File: src/rtl/oc_channel.sv
module oc_channel #(
  parameter int W = 16
) (
  input  logic         clk,
  input  logic         rst_n,
  input  logic         tmr_en,
  input  logic [W-1:0] tmr_cnt,
  input  logic         period_hit,
  input  logic         mode_wr,
  input  logic [2:0]   mode_in,
  input  logic [W-1:0] cmp_r,
  input  logic [W-1:0] cmp_rs,
  input  logic         fault_n,
  output logic         pin_out,
  output logic         pin_oe,
  output logic         irq,
  output logic         fault_flag,
  output logic [2:0]   mode_q
);

  logic         pin_q, pin_nx;
  logic         done_q, done_nx;
  logic         flt_q, flt_nx;
  logic         fprev_q;
  logic         irq_q, irq_nx;
  logic [W-1:0] duty_q, duty_nx;

  wire accept = mode_wr && !tmr_en;
  wire hit_r  = tmr_en && (tmr_cnt == cmp_r);
  wire hit_rs = tmr_en && (tmr_cnt == cmp_rs);

  always_comb begin
    pin_nx  = pin_q;
    done_nx = done_q;
    flt_nx  = flt_q;
    duty_nx = duty_q;
    if (accept) begin
      case (mode_in)
        3'd1, 3'd4, 3'd5: pin_nx = 1'b0;
        3'd2:             pin_nx = 1'b1;
        3'd6, 3'd7:       pin_nx = (cmp_r != '0);
        default:          pin_nx = pin_q;
      endcase
      done_nx = 1'b0;
      flt_nx  = 1'b0;
      duty_nx = cmp_r;
    end else if (mode_q == 3'd7 && (!fault_n || flt_q)) begin
      pin_nx = 1'b0;
      flt_nx = 1'b1;
    end else if (tmr_en) begin
      case (mode_q)
        3'd1: if (hit_r) pin_nx = 1'b1;
        3'd2: if (hit_r) pin_nx = 1'b0;
        3'd3: if (hit_r) pin_nx = ~pin_q;
        3'd4: if (!done_q) begin
          if (hit_rs && pin_q) begin
            pin_nx  = 1'b0;
            done_nx = 1'b1;
          end else if (hit_r) pin_nx = 1'b1;
        end
        3'd5: begin
          if (hit_rs && pin_q) pin_nx = 1'b0;
          else if (hit_r)      pin_nx = 1'b1;
        end
        3'd6, 3'd7: begin
          if (period_hit) begin
            duty_nx = cmp_rs;
            pin_nx  = (cmp_rs != '0);
          end else if (tmr_cnt == duty_q) pin_nx = 1'b0;
        end
        default: ;
      endcase
    end
  end

  always_comb begin
    irq_nx = 1'b0;
    if (!accept) begin
      case (mode_q)
        3'd1:             irq_nx = !pin_q && pin_nx;
        3'd2, 3'd4, 3'd5: irq_nx = pin_q && !pin_nx;
        3'd3:             irq_nx = pin_q ^ pin_nx;
        3'd7:             irq_nx = fprev_q && !fault_n;
        default:          irq_nx = 1'b0;
      endcase
    end
  end

  always_ff @(posedge clk) begin
    if (!rst_n) begin
      mode_q  <= 3'd0;
      pin_q   <= 1'b0;
      done_q  <= 1'b0;
      flt_q   <= 1'b0;
      fprev_q <= 1'b1;
      irq_q   <= 1'b0;
      duty_q  <= '0;
    end else begin
      if (accept) mode_q <= mode_in;
      pin_q   <= pin_nx;
      done_q  <= done_nx;
      flt_q   <= flt_nx;
      fprev_q <= fault_n;
      irq_q   <= irq_nx;
      duty_q  <= duty_nx;
    end
  end

  assign pin_out    = pin_q;
  assign pin_oe     = (mode_q != 3'd0);
  assign irq        = irq_q;
  assign fault_flag = flt_q;

  AST_MODE_FROZEN: assert property (@(posedge clk) disable iff (!rst_n)
    tmr_en |=> $stable(mode_q));
  AST_OFF_QUIET: assert property (@(posedge clk) disable iff (!rst_n)
    (mode_q == 3'd0) |-> !irq);
  AST_ONESHOT_HOLD: assert property (@(posedge clk) disable iff (!rst_n)
    (mode_q == 3'd1 && pin_out && !accept) |=> pin_out);
  AST_RISE_IRQ: assert property (@(posedge clk) disable iff (!rst_n)
    (mode_q == 3'd1 && $rose(irq)) |-> $rose(pin_out));
  AST_PWM_SILENT: assert property (@(posedge clk) disable iff (!rst_n)
    (mode_q == 3'd6) |-> !irq);
  AST_FAULT_LOW: assert property (@(posedge clk) disable iff (!rst_n)
    fault_flag |-> !pin_out);
  AST_FAULT_STICKY: assert property (@(posedge clk) disable iff (!rst_n)
    (fault_flag && !accept) |=> fault_flag);

endmodule

File: config.mk
export PLATFORM = sky130hd
export DESIGN_NAME = oc_channel
export DESIGN_NICKNAME = d
export VERILOG_FILES = /design/src/rtl/oc_channel.sv
export SDC_FILE = /design/constraint.sdc
export NUM_CORES = 1
export LEC_CHECK = 0
export BUFFER_PORTS_ARGS = -buffer_cell sky130_fd_sc_hd__buf_2
export CORE_MARGIN = 10
export CORE_UTILIZATION = 44
export CTS_BUF_LIST = sky130_fd_sc_hd__clkbuf_8
export DETAILED_ROUTE_END_ITERATION = 16
export PLACE_DENSITY = 0.72
export SETUP_SLACK_MARGIN = 0.4
export SLEW_MARGIN = 20
export SYNTH_ARGS = -nofsm -noshare
export SYNTH_HDL_FRONTEND = slang
export SYNTH_SLANG_ARGS = --single-unit
File: constraint.sdc
create_clock -name clk -period 4.2 [get_ports clk]
set_clock_uncertainty 0.15 [all_clocks]
set_input_delay 0.84 -clock clk [delete_from_list [all_inputs] [get_ports clk]]
set_output_delay 0.84 -clock clk [all_outputs]
set_load 0.02 [all_outputs]
==> results.md <==
| Metric | This run |
|---|---|
| Most common library cell in the layout ignoring fill and taps | buf_2 |
| Count of warnings emitted by yosys | 0 |
| Total global-route track usage | 0.166 |
| Critical path class | input pin to register |
| Most frequent cells in the layout | buf_2, nand2_1, xnor2_1 |
| Number of placed I/O pins | 64 |
| Port bufs | 63 |
| Slowest library cell on the worst path | or4_4 |
| Num Clock Sinks | 24 |
| Cell variety after synth | 38 |
| Post-layout util | 0.605 |
| Reg clk slew, reported paths | 0.09 ns |
| Worst r2r path cells | 13 |
| Worst reg2reg endpoint | irq$_SDFF_PP0_ |
| Final worst path period share | 0.908 |
| Part of the Yosys area used for sequential elements | 0.259 |
| Initial Util | 0.460 |
| Largest voltage drop on the vdd net | 0.000151 V |
| Routability-driven placement congestion ratio | 0.860 |
| Worst reg-to-reg setup slack | 1.39 ns |
| Flop and latch count out of synthesis | 24 |
| Number of antenna repair diodes | 0 |
| Detailed-router iteration count before antenna repair | 4 |
| Average wire length per cell after detail routing | 17.9 um |
| Fraction of final layout cells sized beyond drive strength 1 | 0.314 |
| Max Slew Vio Count | 0 |
| Sum of negative setup slack | 0 ns |
| Vias post-DR | 2,063 |
| Pin slew with the least headroom to its limit | 0.700 ns |
| Startpoint of the worst-slack reg-to-reg timing path | pin_out$_SDFF_PN0_ |
| Cell Pwr Density | 238 mW/mm^2 |
| Site Rows | 23 |
| Largest net degree at the start of global routing | 33 |
| Remaining antenna violation count after routing | 0 |
| Die Area | 0.00721 mm^2 |
| Cell at the root of the clock tree | clkbuf_8 |
| Startpoint Class | input pin |
| Leakage dissipation | 0.971 nW |
| Synthesized area per cell | 7.72 um^2 |
| Data arrival time of the critical path | 3.85 ns |
| Number of global-route vias before repair | 2,061 |
| Max transition margin | 0.533 |
| Launching element of the worst setup path | tmr_cnt[12] |
| Detailed router's first-iteration violation count | 89 |
| # H-tree levels | 1 |
| Highest attainable clock frequency | 262 MHz |
| Mapped Nets | 300 |
| Number of nets at the end of the flow | 371 |
| HPWL after DPL | 4710 um |
| Core region area | 0.00403 mm^2 |
| Number of buffers on the longest clock path | 2 |
| Total gr overflow | 0 |
| Post-synth design cell area | 0.00185 mm^2 |
| Wire length of the first global-routing pass | 9980 um |
| Worst path cell trace | buf_2 > xor2_1 > nor4_1 > nand2_1 > or4_4 > ha_4 > mux2_4 > a21oi_2 > o211ai_2 > a311oi_2 > a21oi_1 > ha_1 > inv_1 > mux2i_1 > o21ai_1 > nand4_1 > o31ai_2 |
| Result of the run | finished clean |
| Chip Height | 84.9 um |
| Required time reported for the critical path endpoint | 4.24 ns |
| Antenna violations before repair | 0 |
| Min Clock Period, post-route | 3.81 ns |
| Number of DRC violations after detailed routing | 0 |
| Capturing instance or port of the critical path | irq$_SDFF_PP0_ |
| CTS tree | done |
| WL final | 6430 um |
| Hold depth | 2 |
| RSZ-0062 raised after global routing | true |
| Number of maximum-capacitance constraint violations | 0 |
| Area delta synth->final | 31.5% |
| Largest fanout of any net on the critical path | 3 |
| Final hold violation count | 0 |
| Final setup violation count | 0 |
| Post-detailed-route via-to-cell ratio | 5.75 |
| CP Capture Type | register |
| Clock latency on the worst-skew pair | 0.28 ns |
| Cells after Synth | 240 |
| Largest stage delay on the critical path | 0.46 ns |
| Die width | 84.9 um |
| HP Class | register to register |
| TritonCTS Buffers | 3 |
## power by group
| group | leakage [nW] | total (mW) | internal, mW | switching (mW) |
|---|---|---|---|---|
| Clock | 0.0216 | 0.146 | 0.0645 | 0.0813 |
| Sequential | 0.197 | 0.253 | 0.240 | 0.0124 |
| Combinational | 0.752 | 0.180 | 0.0843 | 0.0961 |
| Total | 0.971 | 0.579 | 0.389 | 0.190 |
## worst min path at each step
stage / slack, ns / end / start
4_1_cts: 0.33 / fault_flag$_SDFFE_PP0P_ / fault_flag$_SDFFE_PP0P_
2_1_floorplan: 0.31 / done_q$_SDFFE_PP0P_ / done_q$_SDFFE_PP0P_
3_3_place_gp: 0.31 / fault_flag$_SDFFE_PP0P_ / fault_flag$_SDFFE_PP0P_
3_5_place_dp: 0.31 / fault_flag$_SDFFE_PP0P_ / fault_flag$_SDFFE_PP0P_
6_report: 0.33 / fault_flag$_SDFFE_PP0P_ / fault_flag$_SDFFE_PP0P_
5_1_grt: 0.37 / fault_flag$_SDFFE_PP0P_ / fault_flag$_SDFFE_PP0P_
## sequential cells by signal, summed over array words and instances, names as in the netlist
name	count
mode_q	3
duty_q	16
fprev_q	1
pin_out	1
done_q	1
irq	1
fault_flag	1
## logic make-up after synthesis
group,share of synthesized area
compound gates,0.159
mux,0.0115
fa+ha+maj,0.0263
buf+inv,0.0378
simple gates,0.279
xor+xnor,0.227
flops,0.259
## routing by layer
metal	vias up	share of wire	wire (um)	track usage
met4	0	0.036	233	0.0749
met1	955	0.41	2610	0.202
li1	995	-	-	-
met2	91	0.48	3070	0.267
met3	22	0.080	517	0.0430
met5	-	0	0	0
## synth_stat cells
| master | number | area [um^2] |
|---|---|---|
| mux2i_1 | 1 | 10.0 |
| o21ai_1 | 1 | 5.00 |
| nor4_1 | 10 | 62.6 |
| a21oi_1 | 9 | 45.0 |
| nor2_1 | 21 | 78.8 |
| nand2b_1 | 3 | 18.8 |
| nor2b_1 | 3 | 18.8 |
| inv_1 | 4 | 15.0 |
| nand3b_1 | 1 | 7.51 |
| o41ai_2 | 1 | 16.3 |
| o211ai_2 | 1 | 12.5 |
| or4_1 | 1 | 7.51 |
| o32a_1 | 1 | 10.0 |
| o21ba_2 | 1 | 10.0 |
| buf_2 | 5 | 25.0 |
| xor2_1 | 9 | 78.8 |
| nand4_1 | 11 | 68.8 |
| nor4_2 | 1 | 12.5 |
| nand2_1 | 42 | 158 |
| mux2_2 | 1 | 11.3 |
| o31ai_1 | 1 | 7.51 |
| o211ai_1 | 1 | 7.51 |
| inv_2 | 1 | 3.75 |
| maj3_2 | 1 | 11.3 |
| ha_1 | 3 | 37.5 |
| dfxtp_1 | 24 | 480 |
| and3_1 | 1 | 6.26 |
| nor4b_1 | 1 | 8.76 |
| a211oi_1 | 3 | 22.5 |
| a311oi_1 | 17 | 149 |
| buf_1 | 1 | 3.75 |
| nand3_1 | 7 | 35.0 |
| and4_1 | 1 | 8.76 |
| xnor2_1 | 39 | 342 |
| and2_1 | 1 | 6.26 |
| clkbuf_1 | 6 | 22.5 |
| or3_1 | 3 | 18.8 |
| o21ai_0 | 2 | 10.0 |
## cell type report
type                    count  area [um^2]
clock buffers               3         41.3
multi-input cells         199         1370
repair buffers             78          463
inverters                   5         18.8
fillers                   376         1590
well taps                  50         62.6
flip-flops and latches     24          480
## per-stage QoR
step,instance area (um^2),worst slack [ns],total power [mW],hold slack [ns],instances
floorplan,1870,0.411,0.351,0.309,240
global placement,2220,0.161,0.421,0.312,344
detailed placement,2220,0.00641,0.422,0.314,344
CTS,2350,0.318,0.566,0.328,357
global route,2440,0.173,0.605,0.373,359
finish,2440,0.388,0.579,0.328,359
## repair_timing
action | 4_1_cts | 5_1_grt
buffers inserted | 10 | 2
endpoints found under the setup margin | 1 | 1
pin swaps | 8 | 14
resized for setup | 2 | 17
hold buffers | 0 | 0
## critical path, delay by kind of cell
kind                       cells  cell delay, ns
AOI/OAI and AO/OA              6            0.82
xor gates and xnor gates       1            0.17
adders and majority gates      2            0.55
buffers and inverters          2            0.18
muxes                          2            0.32
and+or+nand+nor                4            0.96
Power figures use the tool's default switching activity.
